### src/rtl/hint_pkg.sv
package hint_pkg;
  localparam int unsigned ILEN   = 32;
  localparam int unsigned REGW   = 5;
  localparam int unsigned SETW   = 4;
  localparam int unsigned OPW    = 7;
  localparam int unsigned F3W    = 3;
  localparam int unsigned F7W    = 7;

  localparam logic [OPW-1:0] OPC_LUI   = 7'h37;
  localparam logic [OPW-1:0] OPC_AUIPC = 7'h17;
  localparam logic [OPW-1:0] OPC_IMM   = 7'h13;
  localparam logic [OPW-1:0] OPC_REG   = 7'h33;
  localparam logic [OPW-1:0] OPC_FENCE = 7'h0F;

  localparam logic [F7W-1:0] F7_BASE = 7'h00;
  localparam logic [F7W-1:0] F7_ALT  = 7'h20;

  localparam logic [SETW-1:0] SET_W_ONLY = 4'b0001;

  typedef struct packed {
    logic nop;
    logic pause;
    logic std_hint;
    logic custom_hint;
    logic fence_hint;
    logic other;
    logic no_side_effect;
  } hint_flags_t;

  typedef struct packed {
    logic [REGW-1:0] rs1;
    logic [REGW-1:0] rs2;
    logic [REGW-1:0] rd;
    logic [SETW-1:0] succ;
  } hint_args_t;
endpackage

### src/rtl/hint_int_decode.sv
module hint_int_decode
  import hint_pkg::*;
(
  input  logic [ILEN-1:0] insn,
  output logic            nop,
  output logic            std_hint,
  output logic            custom_hint,
  output logic            reg_form
);
  logic [OPW-1:0] opc;
  logic [F3W-1:0] f3;
  logic [F7W-1:0] f7;
  logic           rd_zero;
  logic           upper_zero;

  assign opc        = insn[OPW-1:0];
  assign f3         = insn[14:12];
  assign f7         = insn[ILEN-1:ILEN-F7W];
  assign rd_zero    = (insn[11:7] == '0);
  assign upper_zero = (insn[ILEN-1:15] == '0);

  always_comb begin
    nop         = 1'b0;
    std_hint    = 1'b0;
    custom_hint = 1'b0;
    reg_form    = 1'b0;
    if (rd_zero) begin
      unique case (opc)
        OPC_LUI, OPC_AUIPC: std_hint = 1'b1;
        OPC_IMM: begin
          unique case (f3)
            3'd0: begin
              nop      = upper_zero;
              std_hint = !upper_zero;
            end
            3'd4, 3'd6, 3'd7: std_hint = 1'b1;
            3'd2, 3'd3:       custom_hint = 1'b1;
            3'd1:             custom_hint = (f7 == F7_BASE);
            3'd5:             custom_hint = (f7 == F7_BASE) || (f7 == F7_ALT);
            default:          custom_hint = 1'b0;
          endcase
        end
        OPC_REG: begin
          if (f7 == F7_BASE) begin
            custom_hint = (f3 == 3'd2) || (f3 == 3'd3);
            std_hint    = !custom_hint;
          end else if (f7 == F7_ALT) begin
            std_hint = (f3 == 3'd0) || (f3 == 3'd5);
          end
          reg_form = std_hint || custom_hint;
        end
        default: std_hint = 1'b0;
      endcase
    end
  end
endmodule

### src/rtl/hint_fence_decode.sv
module hint_fence_decode
  import hint_pkg::*;
(
  input  logic [ILEN-1:0] insn,
  output logic            pause,
  output logic            fence_hint
);
  logic            is_fence;
  logic [SETW-1:0] fm;
  logic [SETW-1:0] pred;
  logic [SETW-1:0] succ;
  logic            rd_zero;
  logic            rs1_zero;
  logic            null_set;
  logic            base_ok;

  assign is_fence = (insn[OPW-1:0] == OPC_FENCE) && (insn[14:12] == '0);
  assign fm       = insn[31:28];
  assign pred     = insn[27:24];
  assign succ     = insn[23:20];
  assign rd_zero  = (insn[11:7] == '0);
  assign rs1_zero = (insn[19:15] == '0);
  assign null_set = (pred == '0) || (succ == '0);

  always_comb begin
    base_ok    = is_fence && (fm == '0) && null_set && (rd_zero || rs1_zero);
    pause      = base_ok && rd_zero && rs1_zero && (pred == SET_W_ONLY) && (succ == '0);
    fence_hint = base_ok && !pause;
  end
endmodule

### src/rtl/hint_arg_select.sv
module hint_arg_select
  import hint_pkg::*;
(
  input  logic [ILEN-1:0] insn,
  input  logic            fence_hint,
  input  logic            reg_form,
  output hint_args_t      args
);
  always_comb begin
    args = '0;
    if (fence_hint) begin
      args.rs1  = insn[19:15];
      args.rd   = insn[11:7];
      args.succ = insn[23:20];
    end else if (reg_form) begin
      args.rs1 = insn[19:15];
      args.rs2 = insn[24:20];
    end
  end
endmodule

### src/rtl/hint_classifier.sv
module hint_classifier
  import hint_pkg::*;
(
  input  logic            clk,
  input  logic            rst,
  input  logic            in_valid,
  input  logic [ILEN-1:0] in_insn,
  output logic            out_valid,
  output logic            is_nop,
  output logic            is_pause,
  output logic            is_std_hint,
  output logic            is_custom_hint,
  output logic            is_fence_hint,
  output logic            is_other,
  output logic            no_side_effect,
  output logic [REGW-1:0] arg_rs1,
  output logic [REGW-1:0] arg_rs2,
  output logic [REGW-1:0] arg_rd,
  output logic [SETW-1:0] arg_succ
);
  logic        int_nop, int_std, int_custom, int_reg;
  logic        f_pause, f_hint;
  hint_flags_t flags_d, flags_q;
  hint_args_t  args_d, args_q;

  hint_int_decode u_int (
    .insn        (in_insn),
    .nop         (int_nop),
    .std_hint    (int_std),
    .custom_hint (int_custom),
    .reg_form    (int_reg)
  );

  hint_fence_decode u_fence (
    .insn       (in_insn),
    .pause      (f_pause),
    .fence_hint (f_hint)
  );

  hint_arg_select u_args (
    .insn       (in_insn),
    .fence_hint (f_hint),
    .reg_form   (int_reg),
    .args       (args_d)
  );

  always_comb begin
    flags_d.nop            = int_nop;
    flags_d.pause          = f_pause;
    flags_d.std_hint       = int_std || f_hint;
    flags_d.custom_hint    = int_custom;
    flags_d.fence_hint     = f_hint;
    flags_d.no_side_effect = int_nop || f_pause || int_std || f_hint || int_custom;
    flags_d.other          = !flags_d.no_side_effect;
  end

  always_ff @(posedge clk) begin
    if (rst) begin
      out_valid <= 1'b0;
      flags_q   <= '0;
      args_q    <= '0;
    end else begin
      out_valid <= in_valid;
      flags_q   <= in_valid ? flags_d : '0;
      args_q    <= in_valid ? args_d  : '0;
    end
  end

  assign is_nop         = flags_q.nop;
  assign is_pause       = flags_q.pause;
  assign is_std_hint    = flags_q.std_hint;
  assign is_custom_hint = flags_q.custom_hint;
  assign is_fence_hint  = flags_q.fence_hint;
  assign is_other       = flags_q.other;
  assign no_side_effect = flags_q.no_side_effect;
  assign arg_rs1        = args_q.rs1;
  assign arg_rs2        = args_q.rs2;
  assign arg_rd         = args_q.rd;
  assign arg_succ       = args_q.succ;
endmodule

### config.mk
export PLATFORM = sky130hd
export DESIGN_NAME = hint_classifier
export DESIGN_NICKNAME = d
export VERILOG_FILES = /design/src/rtl/hint_pkg.sv /design/src/rtl/hint_int_decode.sv /design/src/rtl/hint_fence_decode.sv /design/src/rtl/hint_arg_select.sv /design/src/rtl/hint_classifier.sv
export SDC_FILE = /design/constraint.sdc
export NUM_CORES = 1
export LEC_CHECK = 0
export BUFFER_PORTS_ARGS = -buffer_cell sky130_fd_sc_hd__buf_2
export CAP_MARGIN = 25
export CORE_UTILIZATION = 42
export CTS_CLUSTER_SIZE = 40
export DETAILED_ROUTE_END_ITERATION = 7
export PLACE_DENSITY = 0.77
export SLEW_MARGIN = 10
export SYNTH_ARGS = -nofsm -noshare
export SYNTH_HDL_FRONTEND = slang
export SYNTH_SLANG_ARGS = --single-unit
### constraint.sdc
create_clock -name clk -period 2.9 [get_ports clk]
set_clock_uncertainty 0.1 [all_clocks]
set_input_delay 0.435 -clock clk [delete_from_list [all_inputs] [get_ports clk]]
set_output_delay 0.435 -clock clk [all_outputs]
set_load 0.02 [all_outputs]
==> impl_results.md <==
* Status: finished, final reports clean
* Worst Hold End: arg_rd[2]
* Placed wire-length estimate at 1.913 mm
* Clock Path Buffers at 2
* 1st-pass router iterations at 4
* Setup WS post-layout at slightly above 700 ps
* Final hold vios at 0
* Total gr overflow at 0
* Mux cell area share after synthesis at 0%
* Hold WS at 229.2 ps
* Worst hold path startpoint: in_insn[9]
* Most common cell after layout, fill and taps aside: buf_2
* Mean post-synth cell area at 9.883 sq um
* Syn_nets at approximately 140
* Number of H-tree levels at 1
* Seq cells post-synth at 27
* Starting DRC count in detailed routing at 23
* Initial antenna violation count at 0
* Worst-Margin Slew at roughly 400 ps
* ANT nets after route at 0
* HP Class: in -> reg
* Register area share after synthesis at between 50 and 60%
* Achievable Freq at ~0.46 GHz
* Warnings, synthesis at 0
* CP Max Fanout at 3
* IO Count at 62
* Core Area at approximately 2300 sq um
* Cts-stage hold buffer count at 0
* Layout area overhead at 32.98%
* Finish-stage setup viols at 0
* Post-synth design cell area at approximately 1100 sq um
* Period utilization at approximately 75%
* Total Wirelength at 2.337 mm
* Root buffer cell: clkbuf_4
* Largest family of logic cells by synthesized area: simple AND/OR/NAND/NOR gates
* Most frequent cells in the layout: 61 x buf_2, 27 x dfxtp_1, 13 x and2_1
* Full die area at around 2800 sq um
* Die X at approximately 53 um
* Number of global-route vias before repair at approximately 870
* CTS buffer count at 3
* Worst relative slew slack at roughly 73%
* Post-place setup slack at 396.3 ps
* Tot GR Track Use at approximately 18%
* Row cnt at 17
* Maxcap violations at 0
* Drt drc at 0
* Family with the most delay on the worst path: simple AND/OR/NAND/NOR gates
* Worst path arrival time at approximately 2300 ps
* Min cycle time layout at between 2000 and 2500 ps
* XOR/XNOR Fraction of Synth Area at 0.8130%
* VDD IR-drop max at ~0.27 mV
* Max stage delay on crit path at ~540 ps
* Via count at ~1.0k
* Share of cells above drive strength 1 at 43.86%
* Critical Path Stages at 6
* Critical-path cell list: buf_2 -> or4_4 -> nor4b_1 -> a2bb2oi_1 -> a221o_1 -> o31a_1
* Synth unique cells at 37
* CTS tree: yes
* Routed WL per cell at 11.74 um
* Synth Area in Adders at 0%
* WS Path Type: in -> reg
* Leak at a little under 0.7 nW
* RSZ-0062 raised after global routing: false
* Setup TNS at 0 ps
* Num Clock Sinks at 27
* Slew Limit Fails at 0
* Post-Syn Instances at between 100 and 150
* Post-CTS Setup Bufs at 0
* Placer Congestion at ~0.84
* Post-cts gate resize count at 0
* Placed Cells incl. Taps at about 200
* Total Nets Final at roughly 210
* Worst path required time at between 3000 and 4000 ps
* Crit. End Element: flip-flop
* CP Launch Type: primary input
* Non-Filler Instances at around 200
* First-pass GRT wire length at 3.463 mm
* Largest net degree at the start of global routing at 15
* Effective utilization at floorplan at around 46%
* Pwr per Cell Area at between 400 and 500 nW/um^2
* Inserted Diodes at 0
* Buf/Inv on CP at 1
* Simple-gate area share of the yosys netlist at about two fifths
* Die Span Y at approximately 53 um
* Vias per cell at 5.106
* Worst Hold Path Cells at 2
* Synth Area in Compound Gates at 7.317%
* Critical path's slowest cell: or4_4
* Reg clk slew, reported paths at ~130 ps
* I/O Buffers at a little over 60
## metrics by stage
stage / util, % / cell area, sq um / total power, W
2_1_floorplan: - / 1077 / 0.0004032
3_3_place_gp: 60.66 / 1406 / 0.0004359
3_5_place_dp: 60.66 / 1406 / 0.0004374
4_1_cts: 61.79 / 1433 / 0.0005873
5_1_grt: 61.79 / 1433 / 0.0006092
6_report: 61.79 / 1433 / 0.0005830
## worst max path at each step
stage / from / slack (ps) / to
5_1_grt: in_insn[7] / 690 / no_side_effect
6_report: in_insn[7] / 720 / no_side_effect
3_5_place_dp: in_insn[7] / 400 / no_side_effect
4_1_cts: in_insn[7] / 740 / no_side_effect
2_1_floorplan: in_insn[7] / 600 / no_side_effect
3_3_place_gp: in_insn[7] / 410 / no_side_effect
## flip-flops by register name (all words and copies together), names as in the netlist
name	cells
is_other	1
arg_rs1	5
is_custom_hint	1
is_nop	1
is_fence_hint	1
out_valid	1
arg_succ	4
no_side_effect	1
is_std_hint	1
arg_rs2	5
is_pause	1
arg_rd	5
## cells in the mapped netlist
cell type	instances	share of area (%)
or2_2	1	0.58
o21ai_0	1	0.46
o211a_1	1	0.93
or4_4	2	2.1
o31a_1	1	0.81
or4_1	3	2.1
or3b_2	1	0.81
or3_1	2	1.2
nor4_2	1	1.2
nand2b_1	3	1.7
nand3_1	2	0.93
a221o_1	1	0.93
and2_2	2	1.4
clkbuf_1	3	1.0
and2_1	13	7.5
nor4b_1	1	0.81
and3_2	1	0.70
or2_4	1	0.81
o21a_1	1	0.70
inv_1	2	0.70
nor2b_1	1	0.58
a21oi_1	4	1.9
nand4_1	1	0.58
nor3_4	1	1.5
dfxtp_1	27	50
nor3_1	5	2.3
nand3b_1	1	0.70
nor2_1	8	2.8
nor4_1	3	1.7
nor3b_1	6	4.2
nor3_2	1	0.93
xor2_1	1	0.81
a2bb2oi_1	1	0.81
and4_1	1	0.81
o41ai_1	1	0.81
nand2_1	3	1.0
or4b_1	1	0.93
## layer usage
metal | wire (um) | vias up | part of all wire (%) | GRT usage, %
met5 | 0 | - | 0 | 0
li1 | - | 517 | - | -
met1 | 990 | 454 | 42 | 17.72
met2 | 1131 | 41 | 48 | 32.49
met4 | 48 | 0 | 2.1 | 9.211
met3 | 165 | 4 | 7.1 | 4.348
## cell type report
type                    instances  area, sq um
fillers                       218        885.9
inverters                       2        7.507
well taps                      28        35.03
flip-flops and latches         27        540.5
repair buffers                 61        305.3
multi-input cells              77        518.0
clock buffers                   4        26.28
## power breakdown
group	internal [W]	switching (W)	leakage, nW
logic	0.0000280	0.0000291	0.451
clock network	0.0000538	0.0000995	0.0150
registers	0.000372	0.000000261	0.218
total	0.000454	0.000129	0.684
## logic make-up after synthesis
group	after synthesis
compound gates	11
buf+inv	5
xor+xnor	1
flops	27
simple gates	65
Note: power is estimated with default switching activity, not from simulation.
